--- src/rtl/lrt_pkg.sv ---
package lrt_pkg;

  localparam int WORD_W = 32;

  localparam logic [2:0] ADDR_HTIM = 3'd0;
  localparam logic [2:0] ADDR_VTIM = 3'd1;
  localparam logic [2:0] ADDR_CTRL = 3'd2;
  localparam logic [2:0] ADDR_BASE = 3'd3;
  localparam logic [2:0] ADDR_IEN  = 3'd4;
  localparam logic [2:0] ADDR_MSTAT = 3'd5;
  localparam logic [2:0] ADDR_ICLR = 3'd6;

  // Horizontal word bits [31:2]
  typedef struct packed {
    logic [7:0] backM1;
    logic [7:0] frontM1;
    logic [7:0] syncM1;
    logic [5:0] widthBlkM1;
  } hTim_t;

  // Vertical word, full 32 bits
  typedef struct packed {
    logic [7:0] back;
    logic [7:0] front;
    logic [5:0] syncM1;
    logic [9:0] linesM1;
  } vTim_t;

  // Strobes from scan control to register datapath
  typedef struct packed {
    logic lineEnd;
    logic onLastActLine;
  } rasterStb_t;

endpackage

--- src/rtl/lrt_ctrl.sv ---
module lrt_ctrl
  import lrt_pkg::*;
#(
  parameter int HCW = 12,
  parameter int VCW = 12
) (
  input  logic           clk,
  input  logic           rstN,
  input  logic           pixEn,
  input  hTim_t          hTim,
  input  vTim_t          vTim,
  input  logic [2:0]     polInv,
  output rasterStb_t     stb,
  output logic           hsync,
  output logic           vsync,
  output logic           de,
  output logic [HCW-1:0] pixX,
  output logic [VCW-1:0] pixY
);

  logic [HCW-1:0] hCnt, hAct, hSyncBeg, hSyncEnd, hTotal;
  logic [VCW-1:0] vCnt, vAct, vSyncBeg, vSyncEnd, vTotal;
  logic hLast, vLast;
  logic [2:0] rawSig;

  // Horizontal limits: every field carries a minus-one bias
  assign hAct     = HCW'({hTim.widthBlkM1, 4'b0000}) + HCW'(16);
  assign hSyncBeg = hAct + HCW'(hTim.frontM1) + HCW'(1);
  assign hSyncEnd = hSyncBeg + HCW'(hTim.syncM1) + HCW'(1);
  assign hTotal   = hSyncEnd + HCW'(hTim.backM1) + HCW'(1);

  // Vertical limits: porches are unbiased
  assign vAct     = VCW'(vTim.linesM1) + VCW'(1);
  assign vSyncBeg = vAct + VCW'(vTim.front);
  assign vSyncEnd = vSyncBeg + VCW'(vTim.syncM1) + VCW'(1);
  assign vTotal   = vSyncEnd + VCW'(vTim.back);

  // >= so that a shrinking geometry still wraps
  assign hLast = hCnt >= (hTotal - HCW'(1));
  assign vLast = vCnt >= (vTotal - VCW'(1));

  always_ff @(posedge clk or negedge rstN) begin
    if (!rstN) begin
      hCnt <= '0;
      vCnt <= '0;
    end else if (pixEn) begin
      if (hLast) begin
        hCnt <= '0;
        vCnt <= vLast ? '0 : vCnt + VCW'(1);
      end else begin
        hCnt <= hCnt + HCW'(1);
      end
    end
  end

  assign stb.lineEnd       = pixEn && hLast;
  assign stb.onLastActLine = (vCnt == (vAct - VCW'(1)));

  assign rawSig[0] = (hCnt >= hSyncBeg) && (hCnt < hSyncEnd);
  assign rawSig[1] = (vCnt >= vSyncBeg) && (vCnt < vSyncEnd);
  assign rawSig[2] = (hCnt < hAct) && (vCnt < vAct);

  assign hsync = rawSig[0] ^ polInv[0];
  assign vsync = rawSig[1] ^ polInv[1];
  assign de    = rawSig[2] ^ polInv[2];
  assign pixX  = hCnt;
  assign pixY  = vCnt;

endmodule

--- src/rtl/lrt_regs.sv ---
module lrt_regs
  import lrt_pkg::*;
(
  input  logic              clk,
  input  logic              rstN,
  input  logic              wrEn,
  input  logic [2:0]        wrAddr,
  input  logic [WORD_W-1:0] wrData,
  input  logic [2:0]        rdAddr,
  input  rasterStb_t        stb,
  output logic [WORD_W-1:0] rdData,
  output hTim_t             hTim,
  output vTim_t             vTim,
  output logic [3:0]        polBits,
  output logic [WORD_W-1:0] frameBase,
  output logic              irq
);

  logic [9:0]        cplReg;
  logic [WORD_W-3:0] stageWord, activeWord;
  logic              stagePend, ienReg, statReg;
  logic              stageHit, clrHit, takeNow;

  assign stageHit = wrEn && (wrAddr == ADDR_BASE);
  assign clrHit   = wrEn && (wrAddr == ADDR_ICLR) && wrData[0];
  assign takeNow  = stb.lineEnd && stb.onLastActLine && stagePend;

  always_ff @(posedge clk or negedge rstN) begin
    if (!rstN) begin
      hTim       <= '0;
      vTim       <= '0;
      polBits    <= '0;
      cplReg     <= '0;
      ienReg     <= 1'b0;
      stageWord  <= '0;
      activeWord <= '0;
      stagePend  <= 1'b0;
      statReg    <= 1'b0;
    end else begin
      if (wrEn) begin
        case (wrAddr)
          ADDR_HTIM: hTim <= wrData[WORD_W-1:2];
          ADDR_VTIM: vTim <= wrData;
          ADDR_CTRL: begin
            polBits <= wrData[3:0];
            cplReg  <= wrData[25:16];
          end
          ADDR_IEN: ienReg <= wrData[0];
          default: ;
        endcase
      end
      if (stageHit) begin
        stageWord <= wrData[WORD_W-1:2];
        stagePend <= 1'b1;
      end else if (takeNow) begin
        stagePend <= 1'b0;
      end
      if (takeNow) activeWord <= stageWord;
      // A hand-over wins against a simultaneous clear
      statReg <= takeNow | (statReg & ~clrHit);
    end
  end

  assign frameBase = {activeWord, 2'b00};
  assign irq       = statReg & ienReg;

  always_comb begin
    case (rdAddr)
      ADDR_HTIM:  rdData = {hTim, 2'b00};
      ADDR_VTIM:  rdData = vTim;
      ADDR_CTRL:  rdData = {6'b0, cplReg, 12'b0, polBits};
      ADDR_BASE:  rdData = {stageWord, 2'b00};
      ADDR_IEN:   rdData = {{(WORD_W-1){1'b0}}, ienReg};
      ADDR_MSTAT: rdData = {{(WORD_W-1){1'b0}}, statReg & ienReg};
      default:    rdData = '0;
    endcase
  end

endmodule

--- src/rtl/lcd_raster_timing.sv ---
module lcd_raster_timing
  import lrt_pkg::*;
#(
  parameter int HCW = 12,
  parameter int VCW = 12
) (
  input  logic              clk,
  input  logic              rstN,
  input  logic              pixEn,
  input  logic              wrEn,
  input  logic [2:0]        wrAddr,
  input  logic [WORD_W-1:0] wrData,
  input  logic [2:0]        rdAddr,
  output logic [WORD_W-1:0] rdData,
  output logic              hsync,
  output logic              vsync,
  output logic              de,
  output logic              pixClkInv,
  output logic [HCW-1:0]    pixX,
  output logic [VCW-1:0]    pixY,
  output logic [WORD_W-1:0] frameBase,
  output logic              irq
);

  hTim_t      hTim;
  vTim_t      vTim;
  logic [3:0] polBits;
  rasterStb_t stb;

  lrt_regs u_regs (
    .clk(clk), .rstN(rstN), .wrEn(wrEn), .wrAddr(wrAddr), .wrData(wrData),
    .rdAddr(rdAddr), .stb(stb), .rdData(rdData), .hTim(hTim), .vTim(vTim),
    .polBits(polBits), .frameBase(frameBase), .irq(irq)
  );

  lrt_ctrl #(.HCW(HCW), .VCW(VCW)) u_ctrl (
    .clk(clk), .rstN(rstN), .pixEn(pixEn), .hTim(hTim), .vTim(vTim),
    .polInv(polBits[2:0]), .stb(stb), .hsync(hsync), .vsync(vsync),
    .de(de), .pixX(pixX), .pixY(pixY)
  );

  assign pixClkInv = polBits[3];

endmodule

--- config.mk ---
export PLATFORM = sky130hd
export DESIGN_NAME = lcd_raster_timing
export DESIGN_NICKNAME = d
export VERILOG_FILES = /design/src/rtl/lrt_pkg.sv /design/src/rtl/lrt_ctrl.sv /design/src/rtl/lrt_regs.sv /design/src/rtl/lcd_raster_timing.sv
export SDC_FILE = /design/constraint.sdc
export NUM_CORES = 1
export LEC_CHECK = 0
export ABC_AREA = 0
export ABC_CLOCK_PERIOD_IN_PS = 16000
export BUFFER_PORTS_ARGS = -buffer_cell sky130_fd_sc_hd__buf_2
export CAP_MARGIN = 20
export CORE_ASPECT_RATIO = 0.75
export CORE_MARGIN = 5
export CORE_UTILIZATION = 30
export CTS_CLUSTER_DIAMETER = 150
export DETAILED_ROUTE_END_ITERATION = 16
export PLACE_DENSITY = 0.58
export SYNTH_ARGS = -nofsm -noshare
export SYNTH_HDL_FRONTEND = slang
export SYNTH_SLANG_ARGS = --single-unit
--- constraint.sdc ---
create_clock -name clk -period 16 [get_ports clk]
set_input_delay 1.6 -clock clk [delete_from_list [all_inputs] [get_ports clk]]
set_output_delay 1.6 -clock clk [all_outputs]
set_load 0.005 [all_outputs]
## Yosys cells after proc, flatten, opt, wreduce, memory -nomap -nowiden

Index checks and enable logic that the tools add are counted.

- Add/subtract/negate cells: 17
- Multiply operators: 0
- Div/mod/pow operators: 0
- Magnitude comparators: 8
- Eq/ne operators: 11
- Shift operators: 0
- Mux-type cells: 5
- Bitwise logic cells: 7
- Reductions and logical operators: 17

Operator list:

| kind | count |
|---|---|
| $pmux W32 S6 | 1 |
| $add A12 B1 Y12 const B | 6 |
| $add A12 B8 Y12 | 5 |
| $ge A12 B12 Y1 | 4 |
| $lt A12 B12 Y1 | 4 |
| $sub A12 B1 Y12 const B | 3 |
| $mux W12 | 2 |
| $add A12 B6 Y12 | 1 |
| $eq A12 B12 Y1 | 1 |
| $eq A3 B2 Y1 const B | 4 |
| $eq A3 B3 Y1 const B | 4 |
| $add A10 B1 Y11 const B | 1 |
| $add A10 B5 Y11 const B | 1 |
| $reduce_and A2 Y1 | 5 |
| $logic_and A1 B1 Y1 | 9 |
| $eq A3 B1 Y1 const B | 2 |
| $logic_not A3 Y1 | 2 |
| $xor A1 B1 Y1 | 3 |
| $and A1 B1 Y1 | 2 |
| $mux W1 | 2 |
| $reduce_bool A2 Y1 | 1 |
| $not A1 Y1 | 1 |
| $or A1 B1 Y1 | 1 |

- Register bits: 163
- Bits in latches: 0
- Memory bits (writable): 0
- Bits in read-only memories: 0
- Bits of input ports: 42
- Output and inout bits: 93
- Logic and storage cells: 82
- Memories: 0

## Longest topological paths before layout

Gate-level depths: netlist (run 1).

- Depth in word-level cells: 14
- Depth in mapped cells: 30
- Depth with buffers taken out: 28

## Modules after synthesis

A second synthesis (run 1) with hierarchy kept.

- Cell total of the unflattened synthesis: 1151
- Area total of the unflattened synthesis: 11992.8 µm²

Modules (own cells, without submodules):

| module | instances | cells an instance | area each (µm²) | seq. area each (µm²) |
|---|---|---|---|---|
| lrt_regs | 1 | 428 | 6185.9 | 3478.3 |
| lrt_ctrl | 1 | 723 | 5806.8 | 600.6 |

## Least setup slack after synthesis (run 1)

Ideal clock, no wire load.

- Path type: flip-flop to output port
- Start: reg, netlist name u_regs.vTim[0]
- End: out vsync
- Arrival time: 4.273 ns
- Required time: 14.400 ns
- Setup slack: 10.127 ns
- Stages on the path, launching flop included: 20
- Path through: dfrtp_1 > ha_1 > buf_2 > xor2_1 > ha_1 > xor2_1 > ha_1 > o21a_1 > o21ai_0 > nand2b_1 > a21oi_1 > xor2_1 > ha_1 > a21oi_1 > nand2_1 > maj3_1 > maj3_1 > a21oi_1 > o211ai_1 > a211o_1

- Longest elaborated chain between the ends: 7

Ends and longest elaborated chain:

| what | RTL line | text |
|---|---|---|
| $add A10 B1 Y11 * | lrt_ctrl.sv:33 | `assign vAct = VCW'(vTim.linesM1) + VCW'(1);` |
| $add A12 B8 Y12 * | lrt_ctrl.sv:34 | `assign vSyncBeg = vAct + VCW'(vTim.front);` |
| $add A12 B6 Y12 | lrt_ctrl.sv:35 | `assign vSyncEnd = vSyncBeg + VCW'(vTim.syncM1) + VCW'(1);` |
| $add A12 B1 Y12 | lrt_ctrl.sv:35 |  |
| $lt A12 B12 Y1 | lrt_ctrl.sv:60 | `assign rawSig[1] = (vCnt >= vSyncBeg) && (vCnt < vSyncEnd);` |
| $logic_and A1 B1 Y1 * | lrt_ctrl.sv:60 |  |
| $xor A1 B1 Y1 * | lrt_ctrl.sv:64 | `assign vsync = rawSig[1] ^ polInv[1];` |
| to (decl) | lcd_raster_timing.sv:16 | `output logic vsync,` |

Mark *: on every way between the ends. The rest lies on a longest branch, timed or not.

## Worst setup path in the final report (run 1)

- Start: reg, netlist name u_regs.vTim[0]
- End: out vsync

- Longest elaborated chain between the ends: 7

Ends and longest elaborated chain:

| what | RTL line |
|---|---|
| $add A10 B1 Y11 * | lrt_ctrl.sv:33 |
| $add A12 B8 Y12 * | lrt_ctrl.sv:34 |
| $add A12 B6 Y12 | lrt_ctrl.sv:35 |
| $add A12 B1 Y12 | lrt_ctrl.sv:35 |
| $lt A12 B12 Y1 | lrt_ctrl.sv:60 |
| $logic_and A1 B1 Y1 * | lrt_ctrl.sv:60 |
| $xor A1 B1 Y1 * | lrt_ctrl.sv:64 |

Marks and branches as above.

==> results.json, run 1 <==
{
  "synth_top_area_share_pct": 33.7,
  "cp_slowest_cell": "dfrtp_1",
  "syn_inst": 1190,
  "ys_warn_count": 0,
  "die_area_mm2": 0.0445,
  "post-route-util_pct": 35.2,
  "synth_compound_area_share_pct": 13.1,
  "synth_ff_type": "dfrtp_1",
  "finalWirelength_um": 36500,
  "use_met3_pct": 3.74,
  "fp.coreArea_mm2": 0.0397,
  "cts.path.max_buffers": 2,
  "cts_tree": "done",
  "drc": 0,
  "leakage_nw": 6.75,
  "pwr-share-comb_pct": 65.4,
  "setup-tns-final_ns": 0,
  "rsz0062_at_grt": "no",
  "htreeDepth": 4,
  "root_buffer": "clkbuf_16",
  "port_buffers": 132,
  "clk_latency_ns": 0.46,
  "reg2reg_to": "u_ctrl.pixY[0]",
  "critPathTopFamily": "adder cells",
  "r2r-start": "u_regs.vTim[0]",
  "synth_adder_area_share_pct": 15.4,
  "dp.cells": 1820,
  "maxSlewHeadroom_pct": 27.9,
  "ys_seq_area_share_pct": 33.7,
  "place_hpwl_um": 28400,
  "maxSlewViolCount": 0,
  "period_share_pct": 43.2,
  "die_w_um": 242,
  "synthTopCellsByCount": "dfrtp_1 (163), ha_1 (139), mux2_2 (110)",
  "track_usage_pct": 16.4,
  "pwr-share-clk_pct": 14.6,
  "worstSetupEndpointType": "output port",
  "grt_use_met2_pct": 24.5,
  "post_cts_resize_count": 0,
  "hold_viol": 0,
  "drt_iter0_markers": 635,
  "async_flop_share_pct": 100,
  "ys_ff_latch": 163,
  "cp_cell_sequence": "ha_1, xor2_1, ha_1, a21oi_1, inv_1, a21oi_1, xnor2_1, ha_1, a21oi_1, xor2_1, ha_1, a21oi_1, nand2_1, maj3_1, maj3_1, a21oi_1, o211ai_1, a211o_1, buf_2",
  "nFillCells": 4058,
  "hp-class": "flip-flop to flip-flop",
  "critical_path.max_fanout": 7,
  "grt_pass1_wl_um": 56800,
  "ant_nets": 0,
  "drv_cap": 0,
  "hold_depth": 1,
  "synth_area_mm2": 0.0121,
  "ctsHoldBuffers": 0,
  "use_met1_pct": 23.8,
  "required_ns": 14.40,
  "vias_per_cell": 5.17,
  "rrSetupSlack_ns": 9.48,
  "synth-xor-area-share_pct": 5.99,
  "stdcell_count": 1854,
  "hold_path_end": "u_regs.stagePend",
  "yosysTopAreaCell": "dfrtp_1",
  "grt_pass1_vias": 9576,
  "yosysUniqueCellTypes": 63,
  "synth-simple-area-share_pct": 11.0,
  "worst_path_most_repeated_cell": "a21oi_1",
  "wl_per_cell_um": 19.7,
  "max_freq_ghz": 0.145,
  "p_total_mw": 2.94,
  "drive_above_1_share_pct": 25.7,
  "worstHoldStart": "u_regs.stagePend",
  "fin_crit_ns": 6.92,
  "seqPwrFrac_pct": 20.0,
  "synth_top_family_by_area": "multiplexers",
  "top_usage_layer": "met2",
  "area_growth_pct": 15.5,
  "status": "finished, final reports clean",
  "swShare_pct": 46.8,
  "antenna_found_initial": 3,
  "p_switching_mw": 1.38,
  "cpPeakStageDelay_ns": 0.48,
  "p_int_mw": 1.56,
  "crit_arrival_ns": 5.32,
  "synth-edff-count": 0,
  "worst_pin_slew_ns": 1.05,
  "gr-total-overflow": 0,
  "place.gp.congestion": 0.886,
  "crit_buf_inv": 2,
  "syn_area_per_cell_um2": 10.2,
  "peakVddDrop_v": 0.000195,
  "final_net_count": 1505,
  "rows": 63,
  "synth_mux_area_share_pct": 16.4,
  "synth_area_leaders": "dfrtp_1 (34%), ha_1 (14%), mux2_2 (10%), mux2_4 (3.6%), xnor2_1 (3.2%)",
  "finalSetupViolations": 0,
  "synth.most_common_cell": "dfrtp_1",
  "cts_made_buffers": 17,
  "critPathKind": "flip-flop to output port",
  "vias": 9580,
  "cts_setup_buffers": 0,
  "initial_utilization_pct": 30.5,
  "cts.clk_slew.worst_paths_ns": 0.07,
  "die_height_um": 184,
  "start_kind": "flip-flop",
  "clock_skew_ns": 0.0170,
  "cts.sinks": 163,
  "p_per_area_mw_per_mm2": 210,
  "reg2regPathDepth": 27,
  "grt_max_degree": 95,
  "pin_count": 135,
  "dr.pass1.iters": 5
}
logic make-up after synthesis:
family          after synthesis
mux                         155
buf+inv                     127
compound gates              248
simple gates                266
fa+ha+maj                   147
other cells                   2
flops                       163
xor+xnor                     82
worst reg2reg max path: cells and delay by family, from the launching register on:
kind	cells	cell delay [ns]
AO/OA/AOI/OAI	12	2.35
adder cells (fa/ha/maj)	5	1.55
XOR/XNOR	5	1.07
flip-flops	1	0.48
AND/OR/NAND/NOR	2	0.44
multiplexers	1	0.36
buffers and inverters	2	0.16
sequential cells by signal, summed over array words and instances, names as in the netlist:
signal,count
u_ctrl.pixX,12
u_ctrl.pixY,12
u_regs.activeWord,30
u_regs.cplReg,10
u_regs.hTim,30
u_regs.ienReg,1
u_regs.polBits,4
u_regs.stagePend,1
u_regs.stageWord,30
u_regs.statReg,1
u_regs.vTim,32
final cells by class:
class,count,area [um^2],share of cell area (%)
multi-input cells,902,7540,53.9
flip-flops and latches,163,4080,29.2
repair buffers,145,764,5.47
well taps,520,651,4.65
clock buffers,17,425,3.04
inverters,90,338,2.42
clock inverters,15,180,1.29
diodes,2,5.00,0.0358
stage by stage:
step | hold WS [ns] | cell area (um^2) | setup slack, ns
detailed placement | 0.474 | 13400 | 9.52
CTS | 0.489 | 14000 | 9.03
floorplan | 0.454 | 12100 | 10.13
global route | 0.507 | 14000 | 8.60
global placement | 0.470 | 13400 | 9.63
finish | 0.488 | 14000 | 9.08
layer usage:
layer / wire (um) / vias up
met2: 15400 / 254
met4: 882 / 2
met3: 2020 / 41
met1: 18300 / 4737
li1: - / 4546
met5: 7 / -
power by group through the flow:
| stage | clock, mW | sequential (mW) | combinational (mW) |
|---|---|---|---|
| 2_1_floorplan | 0 | 0.547 | 1.49 |
| 6_report | 0.429 | 0.587 | 1.92 |
| 3_3_place_gp | 0 | 0.592 | 1.86 |
| 3_5_place_dp | 0 | 0.594 | 1.91 |
| 4_1_cts | 0.438 | 0.586 | 1.92 |
| 5_1_grt | 0.457 | 0.597 | 2.22 |
cell usage in the layout (no fill, tap or decap), drive strengths merged, types with 45 or more instances in the layout:
cell | Yosys | routed
inv | 90 | 98
nand2 | 56 | 56
dfrtp | 163 | 163
o21ai | 69 | 69
a21oi | 53 | 53
mux2 | 139 | 139
xnor2 | 45 | 45
ha | 139 | 139
nor2 | 72 | 72
buf | 15 | 145
worst max path at each step:
stage / start / end / cells after the start
5_1_grt: u_regs.vTim[0] / vsync / 19
6_report: u_regs.vTim[0] / vsync / 19
3_5_place_dp: u_regs.vTim[0] / u_ctrl.pixY[0] / 27
2_1_floorplan: u_regs.vTim[0] / vsync / 19
4_1_cts: u_regs.vTim[0] / vsync / 19
3_3_place_gp: u_regs.vTim[0] / vsync / 19
(Power assumes the default switching activity.)
==> run 2, diff against run 1 <==
- ABC_AREA: 0 -> 1
- ABC_CLOCK_PERIOD_IN_PS: 16000 -> 6760
- clock period: 16 -> 6.76 ns (I/O delays scaled with it)
==> results.json, run 2 <==
{
  "p_per_area_mw_per_mm2": 457,
  "drc": 0,
  "syn_area_per_cell_um2": 7.31,
  "place.gp.congestion": 0.917,
  "finalWirelength_um": 41400,
  "post-route-util_pct": 34.6,
  "critical_path.max_fanout": 9,
  "gr-total-overflow": 0,
  "synth_top_area_share_pct": 33.4,
  "synth_ff_type": "dfrtp_1",
  "vias_per_cell": 4.99,
  "swShare_pct": 49.1,
  "leakage_nw": 7.64,
  "dr.pass1.iters": 5,
  "cp_slowest_cell": "dfrtp_1",
  "syn_inst": 1669,
  "yosysUniqueCellTypes": 44,
  "maxSlewViolCount": 0,
  "synthTopCellsByCount": "nand2_1 (511), inv_1 (223), dfrtp_1 (163)",
  "finalSetupViolations": 0,
  "initial_utilization_pct": 30.1,
  "antenna_found_initial": 0,
  "status": "finished, final reports clean",
  "root_buffer": "clkbuf_16",
  "nFillCells": 4296,
  "final_common_cell": "nand2_1",
  "post_cts_resize_count": 0,
  "clock_skew_ns": 0.0251,
  "clk_latency_ns": 0.44,
  "hold_viol": 0,
  "grt_pass1_vias": 10900,
  "area_growth_pct": 14.8,
  "hp-class": "primary input to asynchronous set/reset pin",
  "final_net_count": 1970,
  "crit_arrival_ns": 6.18,
  "setup-tns-final_ns": 0,
  "cpPeakStageDelay_ns": 0.49,
  "worst_pin_slew_ns": 1.06,
  "fin_crit_ns": 5.84,
  "ys_warn_count": 0,
  "r2r-start": "u_regs.vTim[0]",
  "grt_pass1_wl_um": 64300,
  "cts.clk_slew.worst_paths_ns": 0.08,
  "critPathKind": "flip-flop to flip-flop",
  "seqPwrFrac_pct": 22.8,
  "peakVddDrop_v": 0.000269,
  "pwr-share-comb_pct": 61.7,
  "setup_slack_ns": 0.923,
  "max_freq_ghz": 0.171,
  "largest_register": "u_regs.vTim",
  "largest_reg_flops": 32,
  "cts.path.max_buffers": 2,
  "htreeDepth": 4,
  "cts_made_buffers": 17,
  "cts_setup_buffers": 0,
  "required_ns": 7.10,
  "ant_nets": 0,
  "wl_per_cell_um": 17.8,
  "final_cell_mix": "nand2_1 (511), inv_1 (223), dfrtp_1 (163)",
  "synth-edff-count": 0,
  "pwr-share-clk_pct": 15.5,
  "yosysTopAreaCell": "dfrtp_1",
  "maxSlewHeadroom_pct": 28.9,
  "cts.sinks": 163,
  "die_height_um": 185,
  "port_buffers": 132,
  "ctsHoldBuffers": 0,
  "die_area_mm2": 0.0448,
  "worstSetupEndpointType": "flip-flop",
  "die_w_um": 243,
  "drv_cap": 0,
  "synth.most_common_cell": "nand2_1",
  "period_share_pct": 86.4,
  "drive_above_1_share_pct": 11.1,
  "synth_area_mm2": 0.0122,
  "p_total_mw": 6.40,
  "startpoint": "u_regs.vTim[0]",
  "p_switching_mw": 3.14,
  "worst_path_most_repeated_cell": "nand2_1",
  "p_int_mw": 3.26,
  "ys_ff_latch": 163,
  "drt_iter0_markers": 1044,
  "post-place-ws_ns": 0.928,
  "track_usage_pct": 18.3,
  "rsz0062_at_grt": "no",
  "cts_tree": "done",
  "final-seq-area_mm2": 0.00408,
  "fp.coreArea_mm2": 0.0405,
  "grt_max_degree": 97,
  "synth_area_leaders": "dfrtp_1 (33%), nand2_1 (16%), ha_1 (14%), inv_1 (6.9%), o21ai_0 (6.2%)",
  "ys_seq_area_share_pct": 33.4,
  "multi_input_area_mm2": 0.00707,
  "start_kind": "flip-flop",
  "async_flop_share_pct": 100,
  "pin_count": 135,
  "vias": 11600,
  "rows": 64,
  "place_hpwl_um": 32800
}
run 2: cell count changes after synthesis, moves of 22 or more:
cell / previous run / this run
mux2_2: 110 / 0
a22oi_1: 22 / 0
nand3_1: 26 / 84
mux2_4: 29 / 0
inv_1: 90 / 223
nand2_1: 56 / 511
xnor2_1: 44 / 12
o21ai_0: 66 / 150
nand4_1: 14 / 44
nor2b_1: 28 / 0
run 2: final cells by class:
cell class                 instances  area share (%)
inverter                         227            6.09
antenna                            1          0.0179
clock inverter                    13            1.02
timing repair buffer             141            5.39
clock buffer                      19            3.16
tap                              528            4.72
multi-input combinational       1234            50.5
sequential                       163            29.1
run 2: logic make-up after synthesis:
group | synth area share, %
AND/OR/NAND/NOR | 26.0
AO/OA/AOI/OAI | 12.6
buffers and inverters | 8.83
flip-flops | 33.4
adder cells (fa/ha/maj) | 15.1
XOR/XNOR | 3.94
other | 0.0616
run 2: through the flow:
| stage | hold WS (ns) | std cells | cell area, um^2 |
|---|---|---|---|
| after floorplan | 0.380 | 1671 | 12200 |
| after global placement | 0.454 | 2292 | 13400 |
| after detailed placement | 0.454 | 2292 | 13400 |
| after CTS | 0.380 | 2324 | 14000 |
| after global routing | 0.420 | 2325 | 14000 |
| final | 0.336 | 2326 | 14000 |
run 2: path summary, 6_finish.rpt:
kind	end	slack [ns]	cells after the start
worst max-delay path	u_ctrl.pixY[3]	0.92	33
max in group asynchronous	u_regs.polBits[2]	4.97	2
min in group clk	u_regs.activeWord[12]	0.48	2
worst min register to register	u_regs.activeWord[12]	0.48	2
worst min-delay path	u_regs.activeWord[6]	0.34	1
worst max register to register	u_ctrl.pixY[3]	0.92	33
run 2: worst max-delay path, delay by kind of cell, from the launching register on:
kind                     cells  cell delay [ns]
AND/OR/NAND/NOR             13             1.65
AO/OA/AOI/OAI               10             1.57
adder cells (fa/ha/maj)      5             1.38
flip-flops                   1             0.49
XOR/XNOR                     3             0.49
buffers and inverters        2             0.15
run 2: routing by layer:
metal	routed length (um)	GRT usage [%]	share of wire [%]
met5	0	0	0
met4	805	4.26	1.9
met3	3450	3.99	8.3
met2	16600	26.2	40
met1	20600	28.0	50
run 2: power groups by stage:
stage	Sequential, mW	Clock, mW	Combinational, mW
detailed placement	1.48	0	3.94
global route	1.49	1.05	4.63
floorplan	1.33	0	3.03
CTS	1.46	1.01	3.97
finish	1.46	0.994	3.95
global placement	1.47	0	3.85
